File: config.mk
export PLATFORM = sky130hd
export DESIGN_NAME = sar_seq
export DESIGN_NICKNAME = d
export VERILOG_FILES = /design/src/rtl/sar_seq_pkg.sv /design/src/rtl/sar_clkdiv.sv /design/src/rtl/sar_pcal_rr.sv /design/src/rtl/sar_ctrl.sv /design/src/rtl/sar_seq.sv
export SDC_FILE = /design/constraint.sdc
export NUM_CORES = 1
export LEC_CHECK = 0
export BUFFER_PORTS_ARGS = -buffer_cell sky130_fd_sc_hd__buf_2
export CORE_ASPECT_RATIO = 0.5
export CORE_UTILIZATION = 35
export DETAILED_ROUTE_END_ITERATION = 10
export GPL_TIMING_DRIVEN = 0
export PLACE_DENSITY = 0.57
export SLEW_MARGIN = 15
export SYNTH_ARGS = -nofsm -noshare
export SYNTH_HDL_FRONTEND = slang
export SYNTH_HIERARCHICAL = 1
export SYNTH_SLANG_ARGS = --single-unit
File: constraint.sdc
create_clock -name clk -period 2.51 [get_ports clk]
set_clock_uncertainty 0.1 [all_clocks]
set_input_delay 0 -clock clk [delete_from_list [all_inputs] [get_ports clk]]
set_output_delay 0 -clock clk [all_outputs]
set_load 0.1 [all_outputs]
File: src/rtl/sar_seq_pkg.sv
package sar_seq_pkg;
  typedef enum logic [2:0] {
    ST_CAL  = 3'd0,
    ST_IDLE = 3'd1,
    ST_SAMP = 3'd2,
    ST_CONV = 3'd3,
    ST_PCAL = 3'd4
  } seq_state_t;

  // resolution in bits selected by mode[1:0], clamped to the datapath width
  function automatic int unsigned res_bits(input logic [1:0] m, input int unsigned width);
    int unsigned n;
    case (m)
      2'b00:   n = 10;
      2'b10:   n = 8;
      default: n = 12;
    endcase
    return (n > width) ? width : n;
  endfunction
endpackage

File: src/rtl/sar_clkdiv.sv
module sar_clkdiv #(
  parameter int PRE_W = 8
) (
  input  logic             clk,
  input  logic             rst,
  input  logic [PRE_W-1:0] tvc_i,
  output logic             tick
);
  localparam int CW = PRE_W + 2;

  logic [CW-1:0] cnt;
  logic [CW-1:0] limit;

  // period is 4*(tvc+1): terminal count is tvc*4+3
  assign limit = {tvc_i, 2'b11};
  assign tick  = (cnt == limit);

  always_ff @(posedge clk) begin
    if (rst)               cnt <= '0;
    else if (cnt >= limit) cnt <= '0;
    else                   cnt <= cnt + 1'b1;
  end
endmodule

File: src/rtl/sar_pcal_rr.sv
module sar_pcal_rr #(
  parameter int RES_W = 12
) (
  input  logic                         clk,
  input  logic                         rst,
  input  logic                         adv,
  output logic [$clog2(RES_W+1)-1:0]   tgt
);
  localparam int TG_W = $clog2(RES_W + 1);
  localparam logic [TG_W-1:0] LAST = TG_W'(RES_W);

  always_ff @(posedge clk) begin
    if (rst)      tgt <= '0;
    else if (adv) tgt <= (tgt == LAST) ? '0 : tgt + 1'b1;
  end
endmodule

File: src/rtl/sar_ctrl.sv
module sar_ctrl
  import sar_seq_pkg::*;
#(
  parameter int RES_W   = 12,
  parameter int CH_W    = 5,
  parameter int STC_W   = 8,
  parameter int MODE_W  = 4,
  parameter int CAL_CYC = 3840,
  parameter int PCAL_TK = 2
) (
  input  logic              clk,
  input  logic              rst,
  input  logic              tick,
  input  logic              start_i,
  input  logic [CH_W-1:0]   chan_i,
  input  logic [STC_W-1:0]  stc_i,
  input  logic [MODE_W-1:0] mode_i,
  input  logic              comp_i,
  output logic [RES_W-1:0]  dac_code_o,
  output logic              sample_o,
  output logic              busy_o,
  output logic              calib_o,
  output logic              pcal_o,
  output logic              rr_adv,
  output logic              dvalid_o,
  output logic [RES_W-1:0]  result_o,
  output logic [CH_W-1:0]   chan_o,
  output logic              cmp_pd_o
);
  localparam int CAL_W = $clog2(CAL_CYC);
  localparam int TC_W  = (CAL_W > STC_W + 1) ? CAL_W : STC_W + 1;
  localparam int BI_W  = $clog2(RES_W);

  seq_state_t        state, nxt;
  logic [TC_W-1:0]   tcnt;
  logic [BI_W-1:0]   bidx;
  logic [RES_W-1:0]  sar;
  logic [CH_W-1:0]   chan_q;
  logic [STC_W-1:0]  stc_q;
  logic [MODE_W-1:0] mode_q;
  int unsigned       nb;

  assign nb         = res_bits(mode_q[1:0], RES_W);
  assign dac_code_o = sar;
  assign rr_adv     = (state == ST_PCAL) && (nxt == ST_IDLE);

  always_comb begin
    nxt = state;
    case (state)
      ST_CAL:  if (tick && tcnt == TC_W'(CAL_CYC - 1)) nxt = ST_IDLE;
      ST_IDLE: if (start_i) nxt = ST_SAMP;
      ST_SAMP: if (tick && tcnt == TC_W'(stc_q) + TC_W'(1)) nxt = ST_CONV;
      ST_CONV: if (tick && bidx == '0) nxt = ST_PCAL;
      ST_PCAL: if (tick && tcnt == TC_W'(PCAL_TK - 1)) nxt = ST_IDLE;
      default: nxt = ST_CAL;
    endcase
  end

  always_ff @(posedge clk) begin
    if (rst) begin
      state    <= ST_CAL;
      tcnt     <= '0;
      bidx     <= '0;
      sar      <= '0;
      chan_q   <= '0;
      stc_q    <= '0;
      mode_q   <= '0;
      sample_o <= 1'b0;
      busy_o   <= 1'b0;
      calib_o  <= 1'b1;
      pcal_o   <= 1'b0;
      dvalid_o <= 1'b0;
      result_o <= '0;
      chan_o   <= '0;
      cmp_pd_o <= 1'b0;
    end else begin
      state    <= nxt;
      sample_o <= (nxt == ST_SAMP);
      busy_o   <= (nxt == ST_SAMP) || (nxt == ST_CONV) || (nxt == ST_PCAL);
      calib_o  <= (nxt == ST_CAL);
      pcal_o   <= (nxt == ST_PCAL);
      if (nxt != state) tcnt <= '0;
      else if (tick)    tcnt <= tcnt + 1'b1;
      case (state)
        ST_IDLE: if (start_i) begin
          chan_q   <= chan_i;
          stc_q    <= stc_i;
          mode_q   <= mode_i;
          dvalid_o <= 1'b0;
          cmp_pd_o <= 1'b0;
        end
        ST_SAMP: if (nxt == ST_CONV) begin
          sar  <= RES_W'(1) << (nb - 1);
          bidx <= BI_W'(nb - 1);
        end
        ST_CONV: if (tick) begin
          sar[bidx] <= comp_i;
          if (bidx != '0) begin
            sar[bidx - 1'b1] <= 1'b1;
            bidx             <= bidx - 1'b1;
          end
        end
        ST_PCAL: if (nxt == ST_IDLE) begin
          result_o <= sar;
          chan_o   <= chan_q;
          dvalid_o <= 1'b1;
          cmp_pd_o <= ~mode_q[2];
        end
        default: ;
      endcase
    end
  end
endmodule

File: src/rtl/sar_seq.sv
module sar_seq #(
  parameter int PRE_W   = 8,
  parameter int STC_W   = 8,
  parameter int MODE_W  = 4,
  parameter int CH_W    = 5,
  parameter int RES_W   = 12,
  parameter int CAL_CYC = 3840,
  parameter int PCAL_TK = 2
) (
  input  logic                       clk,
  input  logic                       rst,
  input  logic                       start_i,
  input  logic [CH_W-1:0]            chan_i,
  input  logic [PRE_W-1:0]           tvc_i,
  input  logic [STC_W-1:0]           stc_i,
  input  logic [MODE_W-1:0]          mode_i,
  input  logic                       comp_i,
  output logic [RES_W-1:0]           dac_code_o,
  output logic                       sample_o,
  output logic                       busy_o,
  output logic                       calib_o,
  output logic                       pcal_o,
  output logic [$clog2(RES_W+1)-1:0] pcal_tgt_o,
  output logic                       dvalid_o,
  output logic [RES_W-1:0]           result_o,
  output logic [CH_W-1:0]            chan_o,
  output logic                       cmp_pd_o
);
  logic tick;
  logic rr_adv;

  sar_clkdiv #(.PRE_W(PRE_W)) u_div (
    .clk(clk), .rst(rst), .tvc_i(tvc_i), .tick(tick)
  );

  sar_ctrl #(
    .RES_W(RES_W), .CH_W(CH_W), .STC_W(STC_W), .MODE_W(MODE_W),
    .CAL_CYC(CAL_CYC), .PCAL_TK(PCAL_TK)
  ) u_ctrl (
    .clk(clk), .rst(rst), .tick(tick), .start_i(start_i),
    .chan_i(chan_i), .stc_i(stc_i), .mode_i(mode_i), .comp_i(comp_i),
    .dac_code_o(dac_code_o), .sample_o(sample_o), .busy_o(busy_o),
    .calib_o(calib_o), .pcal_o(pcal_o), .rr_adv(rr_adv),
    .dvalid_o(dvalid_o), .result_o(result_o), .chan_o(chan_o),
    .cmp_pd_o(cmp_pd_o)
  );

  sar_pcal_rr #(.RES_W(RES_W)) u_rr (
    .clk(clk), .rst(rst), .adv(rr_adv), .tgt(pcal_tgt_o)
  );
endmodule

==> metrics.txt <==
max_cap viols 0; worst vdd ir 0.0002595 V; final hold violation count 0; unrepaired setup endpoints after global routing yes; Crit Path Max Fanout 6; Reg2Reg Setup Slack -0.23 ns; final setup vio count 31; Final Worst Setup Slack -0.2330 ns; pre-CTS WS -0.4509 ns; WL per Instance approximately 15 um; first-pass GRT wire length a little under 20 mm; Synth area leaders dfxtp_1 38%, nand2_1 8.4%, a21oi_1 7.5%; Synth Net Count 603; total track usage 0.1886; DR DRC count 0; sequential area share after synthesis 0.3819; die height slightly above 80 um; chip width between 150 and 200 um; data required time of the worst path 2.62 ns; Synth cell types 56; share of post-route cells with drive strength above 1 0.2796; Post-synth EDFFs 0; CP most frequent cell nor4b_4; Final Instance Area about 6100 um^2; WS Path Type reg2reg; synth warn 6; CORE AREA about 12000 um^2; Row Count 28; Worst Path Buf+Inv 1; global-route met2 utilization 0.3160; initial antenna violation count 0; Max Fclk ~360 MHz; WL final 12.46 mm; first drt pass iteration count 4; post-placement cell count 787; register area 1704 um^2; Design Power 2.759 mW; Slew @ Worst Pin 0.7466 ns; Syn Std Cell Area 4403 um^2; fillers around 1200; Root Buffer Master clkbuf_16; Max-slew headroom 0.5023; WP data arrival 2.85 ns; GPL Wtd Cong between 0.8 and 0.9; Clock transition at path regs 0.07 ns; P&R area growth vs syn 37.85%; Worst setup SP type flop; share of Yosys cell area claimed by the top area cell type 0.3819; via count 4295; die area 13060 um^2; critical path cell sequence ha_4 > and4_4 > and3_4 > nor4b_4 > nand4_1 > nor4b_4 > o2111ai_4 > a31oi_4 > buf_4 > a2111oi_2; Net count, final 725; Max Slew Vio Count 0; M3 GR Usage 0.03779; Power Density 454.5 nW/um^2; ant diodes 0; Most Crowded Layer GR met2; GRT overflow 0; Layout Cells excl Fill 848; crit path capture type flop; drt initial violations 175; Setup TNS Final -6.084 ns; status complete, but fails checks; FFs w/ async S/R, synth 0; TritonCTS Buffers 9; Global Route met1 Usage 0.2519; worst skew pair latency 0.34 ns; Min-Delay Path Class in2reg; hpwl dp 8.233 mm; # clock sinks between 80 and 90; Longest Clk Path Bufs 2; Final period util 1.093; worst hold slack 0.1148 ns; Placement Cell Area 4996 um^2; area of the multi-input gates ~2800 um^2; Port Buf Inserts 66; pin count of the biggest net entering global routing 18; Cells after Synth around 560; Max H-tree Level 3; post-layout util 0.5036; Vias per Instance 5.065; critical path's top delay family simple AND/OR/NAND/NOR gates; # IOs 68; failing checks setup timing; Critical-path top delay cell dfxtp_4; Antenna Nets Post-Route 0; Initial Util 0.3653; CTS tree yes; Final Critical Period 2.743 ns; Leak 2.515 nW; vias in the first global route 3950; largest area contributor in the netlist dfxtp_1; CP peak stage delay 0.35 ns; Main synth FF type dfxtp_1; Synth Area per Inst 7.919 um^2; synthesized flop and latch total 84
-- per-layer routing --
layer	vias to the layer above	wire length, um	part of all wire
met5	-	0	0
met4	0	102	0.0082
met3	9	441	0.035
met2	68	5757	0.46
met1	2022	6159	0.49
li1	2196	-	-
-- layout make-up --
cell class,instances,share of cell area
plain buffers,33,0.03278
clock buffers,9,0.03711
clock inverters,7,0.01072
inverters,19,0.01175
multi-input cells,420,0.4690
flip-flops and latches,84,0.2808
well taps,165,0.03401
repair buffers,111,0.1239
-- placed cells by master (no fill, tap or decap), types with 6 or more instances in the layout --
cell	Yosys	final
a211oi_1	7	6
a21oi_1	66	53
a21oi_2	0	13
and3_1	10	9
buf_2	8	72
buf_4	1	22
buf_6	1	7
clkbuf_1	20	17
clkbuf_16	0	10
dfxtp_1	84	76
dlygate4sd3_1	0	17
ha_1	18	12
ha_4	0	6
inv_1	19	19
mux2i_1	10	10
nand2_1	98	88
nand2_4	0	10
nand3_1	25	24
nand3b_1	6	6
nand4_1	10	10
nor2_1	36	34
nor2b_1	9	8
nor3_1	23	19
o21ai_0	18	7
o21ai_1	0	7
xnor2_1	16	16
xor2_1	12	12
-- worst min-delay path: cells and delay by family --
kind | cells | cell delay, ns
buf+inv | 1 | 0.12
simple gates | 3 | 0.22
compound gates | 3 | 0.18
-- where the power goes --
group	internal, mW	switching [mW]	leakage (nW)
logic	0.0580	0.0594	1.69
registers	1.33	0.00599	0.682
clock network	0.697	0.606	0.141
-- synth_stat cells, types with 3 or more instances --
library cell and count:
dfxtp_1 84, and2_1 5, buf_2 8, and4_1 3, o22ai_1 3, and3_1 10
nor2_1 36, o21ai_0 18, nand2_1 98, nand2b_1 5, nand4_1 10, inv_1 19
a31oi_1 5, nand3_1 25, nand3b_1 6, clkbuf_1 20, a21oi_1 66, nor3_1 23
mux2i_1 10, xnor2_1 16, a211oi_1 7, ha_1 18, o21a_1 5, xor2_1 12
nor2b_1 9
-- kinds of logic (layout without fill, tap and decap cells) --
logic type,after synthesis,count (layout),synth area share
DFF,84,84,0.3819
xor gates and xnor gates,28,28,0.05570
and+or+nand+nor,240,240,0.2657
buffers and inverters,52,179,0.04973
AOI/OAI and AO/OA,123,123,0.1697
muxes,11,11,0.02614
adders and majority gates,18,18,0.05115
-- state kept, by name (all words and copies together), names as in the netlist --
register	count
u_ctrl/state	3
u_ctrl/tcnt	12
u_ctrl/bidx	4
u_ctrl/dac_code_o	12
u_ctrl/dvalid_o	1
u_ctrl/calib_o	1
u_ctrl/result_o	12
u_rr/tgt	4
u_ctrl/mode_q	3
u_ctrl/cmp_pd_o	1
u_div/cnt	10
u_ctrl/stc_q	8
u_ctrl/chan_o	5
u_ctrl/sample_o	1
u_ctrl/chan_q	5
u_ctrl/busy_o	1
u_ctrl/pcal_o	1
-- path summary, 6_finish.rpt --
path	cells past startpoint	from	to
max reg2reg	10	u_div/cnt[8]	u_ctrl/tcnt[1]
max	10	u_div/cnt[8]	u_ctrl/tcnt[1]
min	7	comp_i	u_ctrl/dac_code_o[3]
min reg2reg	2	u_ctrl/chan_o[0]	u_ctrl/chan_o[0]
-- timing repair --
action,in CTS,in global routing
endpoints found under the hold margin,19,0
hold buffers,17,0
endpoints found under the setup margin,44,49
pin swaps,9,40
gates cloned,2,2
gates resized for setup,34,81
setup buffers,13,11
(Power assumes the default switching activity.)
